**src/rtl/elp_pkg.sv**
```systemverilog
package elp_pkg;
  localparam int unsigned N_OPS = 3;
  localparam int unsigned OP_RD = 0;
  localparam int unsigned OP_RA = 1;
  localparam int unsigned OP_RB = 2;

  typedef enum logic [1:0] {
    ST_IDLE = 2'd0,
    ST_RUN  = 2'd1,
    ST_FIN  = 2'd2
  } seq_state_t;
endpackage

```
**src/rtl/elp_offset.sv**
```systemverilog
module elp_offset #(
  parameter int unsigned IDX_W = 5,
  parameter int unsigned VL_W  = 6
) (
  input  logic             clk,
  input  logic             rst,
  input  logic             clear,
  input  logic             step,
  input  logic             is_vec,
  input  logic [IDX_W-1:0] base,
  output logic [IDX_W-1:0] idx,
  output logic [VL_W-1:0]  off
);
  localparam int unsigned SUM_W = IDX_W + VL_W;

  logic [SUM_W-1:0] sum;

  always_ff @(posedge clk) begin
    if (rst || clear) begin
      off <= '0;
    end else if (step && is_vec) begin
      off <= off + 1'b1;
    end
  end

  always_comb begin
    sum = {{VL_W{1'b0}}, base} + {{IDX_W{1'b0}}, off};
    idx = sum[IDX_W-1:0];
  end
endmodule

```
**src/rtl/elp_ctrl.sv**
```systemverilog
module elp_ctrl
  import elp_pkg::*;
#(
  parameter int unsigned MAX_VL = 32,
  parameter int unsigned VL_W   = 6,
  parameter int unsigned ELEM_W = 5
) (
  input  logic              clk,
  input  logic              rst,
  input  logic              start,
  input  logic [VL_W-1:0]   vl_in,
  input  logic [VL_W-1:0]   cfg_vl,
  input  logic [MAX_VL-1:0] cfg_pred,
  input  logic              cfg_rd_vec,
  output logic              accept,
  output logic              fire,
  output logic              fire_we,
  output logic              finishing,
  output logic [VL_W-1:0]   elem,
  output logic              busy,
  output logic              done
);
  seq_state_t state;
  logic       last;
  logic [VL_W-1:0] elem_nxt;

  always_comb begin
    accept    = (state == ST_IDLE) && start;
    fire      = (state == ST_RUN);
    finishing = (state == ST_FIN);
    fire_we   = fire && cfg_pred[elem[ELEM_W-1:0]];
    elem_nxt  = elem + 1'b1;
    last      = (elem_nxt == cfg_vl) || (!cfg_rd_vec && fire_we);
    busy      = (state != ST_IDLE);
  end

  always_ff @(posedge clk) begin
    if (rst) begin
      state <= ST_IDLE;
      elem  <= '0;
      done  <= 1'b0;
    end else begin
      done <= finishing;
      unique case (state)
        ST_IDLE: begin
          if (start) begin
            elem  <= '0;
            state <= (vl_in == '0) ? ST_FIN : ST_RUN;
          end
        end
        ST_RUN: begin
          elem <= elem_nxt;
          if (last) state <= ST_FIN;
        end
        ST_FIN:  state <= ST_IDLE;
        default: state <= ST_IDLE;
      endcase
    end
  end
endmodule

```
**src/rtl/elp_issue_reg.sv**
```systemverilog
module elp_issue_reg #(
  parameter int unsigned IDX_W = 5,
  parameter int unsigned VL_W  = 6
) (
  input  logic             clk,
  input  logic             rst,
  input  logic             fire,
  input  logic             fire_we,
  input  logic             finishing,
  input  logic [VL_W-1:0]  elem,
  input  logic [VL_W-1:0]  dst_off,
  input  logic [IDX_W-1:0] rd_idx,
  input  logic [IDX_W-1:0] ra_idx,
  input  logic [IDX_W-1:0] rb_idx,
  output logic             issue_valid,
  output logic             issue_we,
  output logic [IDX_W-1:0] issue_rd,
  output logic [IDX_W-1:0] issue_ra,
  output logic [IDX_W-1:0] issue_rb,
  output logic [VL_W-1:0]  issue_elem,
  output logic [VL_W-1:0]  src_off,
  output logic [VL_W-1:0]  sec_off
);
  always_ff @(posedge clk) begin
    if (rst) begin
      issue_valid <= 1'b0;
      issue_we    <= 1'b0;
      issue_rd    <= '0;
      issue_ra    <= '0;
      issue_rb    <= '0;
      issue_elem  <= '0;
      src_off     <= '0;
      sec_off     <= '0;
    end else begin
      issue_valid <= fire;
      issue_we    <= fire_we;
      if (fire) begin
        issue_rd   <= rd_idx;
        issue_ra   <= ra_idx;
        issue_rb   <= rb_idx;
        issue_elem <= elem;
        src_off    <= elem;
        sec_off    <= dst_off;
      end else if (finishing) begin
        src_off <= '0;
        sec_off <= '0;
      end
    end
  end
endmodule

```
**src/rtl/elem_loop_seq.sv**
```systemverilog
module elem_loop_seq
  import elp_pkg::*;
#(
  parameter int unsigned IDX_W  = 5,
  parameter int unsigned MAX_VL = 32,
  parameter int unsigned VL_W   = $clog2(MAX_VL + 1),
  parameter int unsigned ELEM_W = $clog2(MAX_VL)
) (
  input  logic              clk,
  input  logic              rst,
  input  logic              start,
  input  logic [VL_W-1:0]   vl,
  input  logic [MAX_VL-1:0] pred,
  input  logic [IDX_W-1:0]  rd_base,
  input  logic [IDX_W-1:0]  ra_base,
  input  logic [IDX_W-1:0]  rb_base,
  input  logic              rd_vec,
  input  logic              ra_vec,
  input  logic              rb_vec,
  output logic              issue_valid,
  output logic              issue_we,
  output logic [IDX_W-1:0]  issue_rd,
  output logic [IDX_W-1:0]  issue_ra,
  output logic [IDX_W-1:0]  issue_rb,
  output logic [VL_W-1:0]   issue_elem,
  output logic              busy,
  output logic              done,
  output logic [VL_W-1:0]   src_off,
  output logic [VL_W-1:0]   sec_off
);
  logic [VL_W-1:0]   cfg_vl;
  logic [MAX_VL-1:0] cfg_pred;
  logic [N_OPS-1:0]  cfg_vec;
  logic [N_OPS-1:0][IDX_W-1:0] cfg_base;
  logic              cfg_rd_vec;

  logic accept, fire, fire_we, finishing;
  logic [VL_W-1:0] elem;
  logic [N_OPS-1:0][IDX_W-1:0] op_idx;
  logic [N_OPS-1:0][VL_W-1:0]  op_off;

  always_ff @(posedge clk) begin
    if (rst) begin
      cfg_vl   <= '0;
      cfg_pred <= '0;
      cfg_vec  <= '0;
      cfg_base <= '0;
    end else if (accept) begin
      cfg_vl          <= vl;
      cfg_pred        <= pred;
      cfg_vec         <= {rb_vec, ra_vec, rd_vec};
      cfg_base[OP_RD] <= rd_base;
      cfg_base[OP_RA] <= ra_base;
      cfg_base[OP_RB] <= rb_base;
    end
  end

  assign cfg_rd_vec = cfg_vec[OP_RD];

  elp_ctrl #(.MAX_VL(MAX_VL), .VL_W(VL_W), .ELEM_W(ELEM_W)) u_ctrl (
    .clk(clk), .rst(rst), .start(start), .vl_in(vl),
    .cfg_vl(cfg_vl), .cfg_pred(cfg_pred), .cfg_rd_vec(cfg_rd_vec),
    .accept(accept), .fire(fire), .fire_we(fire_we), .finishing(finishing),
    .elem(elem), .busy(busy), .done(done)
  );

  for (genvar g = 0; g < N_OPS; g++) begin : g_op
    elp_offset #(.IDX_W(IDX_W), .VL_W(VL_W)) u_off (
      .clk(clk), .rst(rst), .clear(accept), .step(fire),
      .is_vec(cfg_vec[g]), .base(cfg_base[g]),
      .idx(op_idx[g]), .off(op_off[g])
    );
  end

  elp_issue_reg #(.IDX_W(IDX_W), .VL_W(VL_W)) u_issue (
    .clk(clk), .rst(rst), .fire(fire), .fire_we(fire_we), .finishing(finishing),
    .elem(elem), .dst_off(op_off[OP_RD]),
    .rd_idx(op_idx[OP_RD]), .ra_idx(op_idx[OP_RA]), .rb_idx(op_idx[OP_RB]),
    .issue_valid(issue_valid), .issue_we(issue_we),
    .issue_rd(issue_rd), .issue_ra(issue_ra), .issue_rb(issue_rb),
    .issue_elem(issue_elem), .src_off(src_off), .sec_off(sec_off)
  );
endmodule

```
**config.mk**
```make
export PLATFORM = sky130hd
export DESIGN_NAME = elem_loop_seq
export DESIGN_NICKNAME = d
export VERILOG_FILES = /design/src/rtl/elp_pkg.sv /design/src/rtl/elp_offset.sv /design/src/rtl/elp_ctrl.sv /design/src/rtl/elp_issue_reg.sv /design/src/rtl/elem_loop_seq.sv
export SDC_FILE = /design/constraint.sdc
export NUM_CORES = 1
export LEC_CHECK = 0
export BUFFER_PORTS_ARGS = -buffer_cell sky130_fd_sc_hd__buf_4
export CORE_AREA = 2 2 105 107
export CTS_CLUSTER_SIZE = 28
export DETAILED_ROUTE_END_ITERATION = 12
export DIE_AREA = 0 0 107 109
export GPL_TIMING_DRIVEN = 0
export PLACE_DENSITY_LB_ADDON = 0.15
export REMOVE_ABC_BUFFERS = 1
export SLEW_MARGIN = 30
export SYNTH_ARGS = -nofsm -noshare
export SYNTH_HDL_FRONTEND = slang
export SYNTH_SLANG_ARGS = --single-unit
```
**constraint.sdc**
```tcl
create_clock -name clk -period 1.65 [get_ports clk]
set_input_delay 0.165 -clock clk [delete_from_list [all_inputs] [get_ports clk]]
set_output_delay 0.165 -clock clk [all_outputs]
set_load 0.02 [all_outputs]
```
# Word-level counts from Yosys, hierarchy flattened
# Cells that the tools add are included.
# word_totals
reg_bits	118
latchBits	0
ramBits	0
romBits	0
in_bits	59
out_inout_bits	37
elab_cells	60
mem_count	0
# op_classes
add_sub_neg	7
mul	0
n_div	0
magnitude_cmp	1
eq_ne	5
n_shift	0
mux	11
bitwise	0
n_reduce_logical	16
# op_table
operator	n
$add 6x1->6 const B	4
$mux 6	4
$add 5x5->5	3
$pmux 6 s2	1
$eq 6x6->1	1
$logic_and 1x1->1	6
$logic_not 6->1	1
$lt 5x6->1 const B	1
$mux 2	3
$reduce_bool 2->1	3
$bmux 1 s5	1
$ne 2x2->1 const B	2
$pmux 2 s2	1
$reduce_and 2->1	2
$eq 2x1->1 const B	1
$eq 2x2->1 const B	1
$logic_not 2->1	1
$logic_or 1x1->1	2
$logic_not 1->1	1
$mux 1	1

# Logic depth before layout (Yosys ltp)
# depth
ltp_word	7
depth_mapped	8
ltp_nobuf	8

# Modules after synthesis
# A second synthesis with hierarchy kept.
# unflattened
hier_cells	553
area_unflattened_um2	5486.5
# by_module_without_submodules
mod	instances	cells_per_inst	area_each_um2	seq_area_each_um2
elem_loop_seq	1	180	2014.4	1121.1
elp_issue_reg	1	128	1367.6	700.7
elp_offset	3	44	387.9	120.1
elp_ctrl	1	113	940.9	180.2

# Least setup slack after synthesis
# No wires, ideal clock.
# synth_timing
path_kind	register to register
startpoint	reg u_ctrl.elem[0]
endpoint	reg u_ctrl.state[0]
setup_ps	115
t_arrival_ps	1693
t_required_ps	1535
path_slack_ps	-159
stages_incl_launch_ff	8
n_path_buf	1
synth_period_minus_slack_ps	1809
cell_sequence	dfxtp_1 -> buf_6 -> mux4_2 -> nand2b_4 -> a22oi_2 -> o32ai_1 -> o211a_1 -> a31o_1
# synth_via
elab_chain_cells	7
elab_cells_between_ends	9
classes_between	add/sub (1); eq/ne (2); mux (2); reduce/logical (4)
# synth_lines
item	line	source
start: declaration	elp_ctrl.sv:19	output logic [VL_W-1:0] elem,
start signal: assignment	elp_ctrl.sv:52	elem <= elem_nxt;
branches (longest 4 deep; another with $add 6x1->6)	-	
$logic_or 1x1->1 (*)	elp_ctrl.sv:33	last = (elem_nxt == cfg_vl) || (!cfg_rd_vec && fire_we);
$ne 2x2->1 (no source line) (*)	-	
$reduce_and 2->1 (no source line) (*)	-	
end signal: assignment	elp_ctrl.sv:48	state <= (vl_in == '0) ? ST_FIN : ST_RUN;
end: declaration	elp_ctrl.sv:23	seq_state_t state;
# Mark *: on every way between the ends. The select of a mux whose other input is x is not followed.
# A chain may end at the register's enable or synchronous reset.

# Worst setup path in the final report
# Same ends and word-level chain as after synthesis.

==> impl_results.rst <==
.. list-table::
   :header-rows: 1

   * - Metric
     - Value
   * - Buffer levels on the longest clock path
     - 2
   * - Area of the die
     - 11,700 µm²
   * - RSZ-0062 raised after global routing
     - true
   * - Placer Congestion
     - 0.764
   * - Final Max Slew Viols
     - 0
   * - Horizontal die dimension
     - 107 µm
   * - Commonest cells in the synthesized netlist
     - nand2_1, dfxtp_1, a21oi_1
   * - All-Layer GR Usage
     - 0.241
   * - Post-route DRC
     - 0
   * - Dominant cells by area after synthesis
     - dfxtp_1, nand2_1, a21oi_1, mux2i_1, ha_1
   * - Final net count
     - 840
   * - Achievable frequency
     - 0.524 GHz
   * - PortBufs
     - 95
   * - Proportion of synthesized chip area in sequential cells
     - 0.449
   * - Post-synthesis instance area
     - 5170 µm²
   * - Post-DP HPWL
     - 7620 µm
   * - Via count of the first global-routing pass
     - 4,562
   * - Most numerous cell in the Yosys netlist
     - nand2_1
   * - Violated checks
     - setup timing
   * - Data required, critical path
     - 2070 ps
   * - Number of synthesized register bits
     - 116
   * - Relative area change from synthesis to final layout
     - 45.6%
   * - Maximum Capacitance Violations
     - 0
   * - Routed WL per cell
     - 14.9 µm
   * - Sinks on the clock net
     - 116
   * - Wire length of the first global-routing pass
     - 21,700 µm
   * - Status
     - finished, violations left
   * - Antenna fix cells
     - 0
   * - Die Y
     - 109 µm
   * - Slew at the pin closest to its max-slew limit
     - 774 ps
   * - Hold WC Path Type
     - input pin to flop
   * - Per-cell via count in the routed design
     - 5.17
   * - Final Util
     - 0.710
   * - Post-DRT Antenna Nets
     - 0
   * - Row count
     - 38
   * - Share of post-route cells with drive strength above 1
     - 0.257
   * - Worst Path Arrival
     - 2330 ps
   * - First-iteration detailed-routing DRC count
     - 230
   * - Pre-antenna DRT Iters
     - 4
   * - Buffer cell driving the clock tree root
     - clkbuf_8
   * - Post-CTS clock slew at the launch and capture registers of the worst setup and hold paths
     - 60 ps
   * - Relative slew slack
     - 0.484
   * - Portion of the clock cycle consumed by the worst path in the final layout
     - 1.16
   * - Standard cell core area
     - 10,600 µm²
   * - Overall via count from detail_route
     - 4,713
   * - YS warnings
     - 0
   * - Total I/O pin count
     - 96
   * - Worst Skew
     - 9.11 ps
   * - Starting utilization of the core area
     - 0.488
   * - Top cell type by total area after synthesis
     - dfxtp_1
   * - Clock latency of the later-clocked register in the worst-skew pair
     - 520 ps
   * - Type of the worst setup path
     - flop to flop
   * - Synthesized netlist cell count
     - 604
   * - Maximum number of pins on one net before global-route repair
     - 102
   * - Type of element launching the critical path
     - flop
   * - Unique masters post-synth
     - 50
   * - Antenna violations before repair
     - 0
   * - Worst setup EP type
     - flop
   * - Number of flops mapped to enable cells by yosys
     - 0
   * - Final setup violation count
     - 4
   * - Remaining Overflow, GRT
     - 0
   * - Count of fill cells added during filler insertion
     - 774
   * - Setup slack after placement
     - -719 ps
   * - Crit path setup slack, layout
     - -259 ps
   * - Average size of a mapped cell
     - 8.57 µm²
   * - Final TNS setup
     - -617 ps
   * - TritonCTS clock tree
     - done
   * - Share of flip-flops with an asynchronous set or reset
     - 0
   * - Primary FF master, synth
     - dfxtp_1
   * - Power density relative to cell area
     - 1130 nW/µm²
   * - Hold violation count in the final report
     - 0
   * - Detailed Route WL
     - 13,600 µm
   * - Clock buffers created by TritonCTS
     - 17
   * - Overall Power
     - 8.51 mW
   * - Total leakage power
     - 3.08 nW
   * - H-tree level count
     - 4
   * - Worst-case vdd ir drop
     - 639 µV
   * - Worst-path fanout max
     - 6
   * - Yosys top cell area share
     - 0.449
   * - Shortest clock period the worst path allows after layout
     - 1910 ps
[layer usage]
layer,track usage,vias to the layer above,wire length [µm]
met4,0.0983,0,309
met5,0,-,0
li1,-,2350,-
met3,0.0640,26,589
met1,0.301,2221,6110
met2,0.398,116,6560
[worst paths after layout]
| kind | startpoint | to | slack, ps | depth (start not counted) |
|---|---|---|---|---|
| setup / recovery | u_ctrl.elem[0] | u_ctrl.state[0] | -260 | 6 |
| hold / removal | rst | u_issue.issue_rb[0] | 120 | 2 |
| setup reg to reg | u_ctrl.elem[0] | u_ctrl.state[0] | -260 | 6 |
| hold reg to reg | cfg_pred[3] | cfg_pred[3] | 450 | 2 |
[power breakdown]
group | internal, mW | switching, mW
Clock | 2.45 | 1.25
Combinational | 0.769 | 0.906
Sequential | 3.00 | 0.138
Total | 6.22 | 2.30
[logic make-up (layout without fill, tap and decap cells)]
family                   count (synthesis)  count (layout)  synth area share
AND/OR/NAND/NOR                        233             234             0.194
AO/OA/AOI/OAI                          121             121             0.143
flip-flops                             116             116             0.449
buffers and inverters                   51             217            0.0438
XOR/XNOR                                31              31            0.0525
multiplexers                            30              30            0.0604
adder cells (fa/ha/maj)                 22              22            0.0575
[area by class of cell]
| class | instances | area (µm²) | share of cell area |
|---|---|---|---|
| Sequential cell | 116 | 2350 | 0.311 |
| Multi-Input combinational cell | 438 | 2830 | 0.375 |
| Inverter | 11 | 41.3 | 0.00548 |
| Tap cell | 140 | 175 | 0.0233 |
| Clock inverter | 8 | 124 | 0.0164 |
| Clock buffer | 23 | 477 | 0.0633 |
| Timing Repair Buffer | 175 | 1540 | 0.205 |
[registers in the layout, indices dropped and copies added (netlist names), 6 cells and up]
name,count
cfg_base,15
u_issue.sec_off,6
g_op.u_off.off,16
u_ctrl.elem,6
u_issue.src_off,6
u_issue.issue_elem,6
cfg_pred,32
cfg_vl,6
[metrics by stage]
stage               hold slack, ps  cells  cell area (µm²)
floorplan                      230    564             4990
global placement               414    799             5880
detailed placement             421    800             5930
CTS                            164    903             7390
global route                   164    911             7530
finish                         122    911             7530
[worst max-delay path, cell delays in order, from the launching register on]
cell and delay (ps):
dfxtp_4 410, mux4_2 530, nand2b_4 160, a22oi_2 180, o32ai_2 120, o211a_1 230, a31o_1 170
[placed cells by master, fill, tap and decap left out, types with 4 or more instances in the layout]
cell,instances
clkbuf_8,5
nand2_1,121
a21o_1,7
xor2_1,14
nor2_1,53
mux2i_1,29
nand3_1,17
a21oi_1,79
dfxtp_4,5
ha_4,5
a211oi_1,4
dlygate4sd3_1,56
dfxtp_2,4
ha_1,13
xnor2_1,17
buf_4,112
inv_1,10
nor2b_1,7
nand2b_1,9
dfxtp_1,107
nor3_1,5
clkbuf_16,16
[timing repair]
item / CTS / global route
endpoints found under the setup margin: 92 / 12
buffers inserted: 14 / 8
hold buffers: 56 / 0
endpoints found under the hold margin: 56 / 0
resized for setup: 37 / 17
pin swaps: 10 / 15
cloned: 2 / 0
No activity file was read; power rests on OpenSTA's default activity.
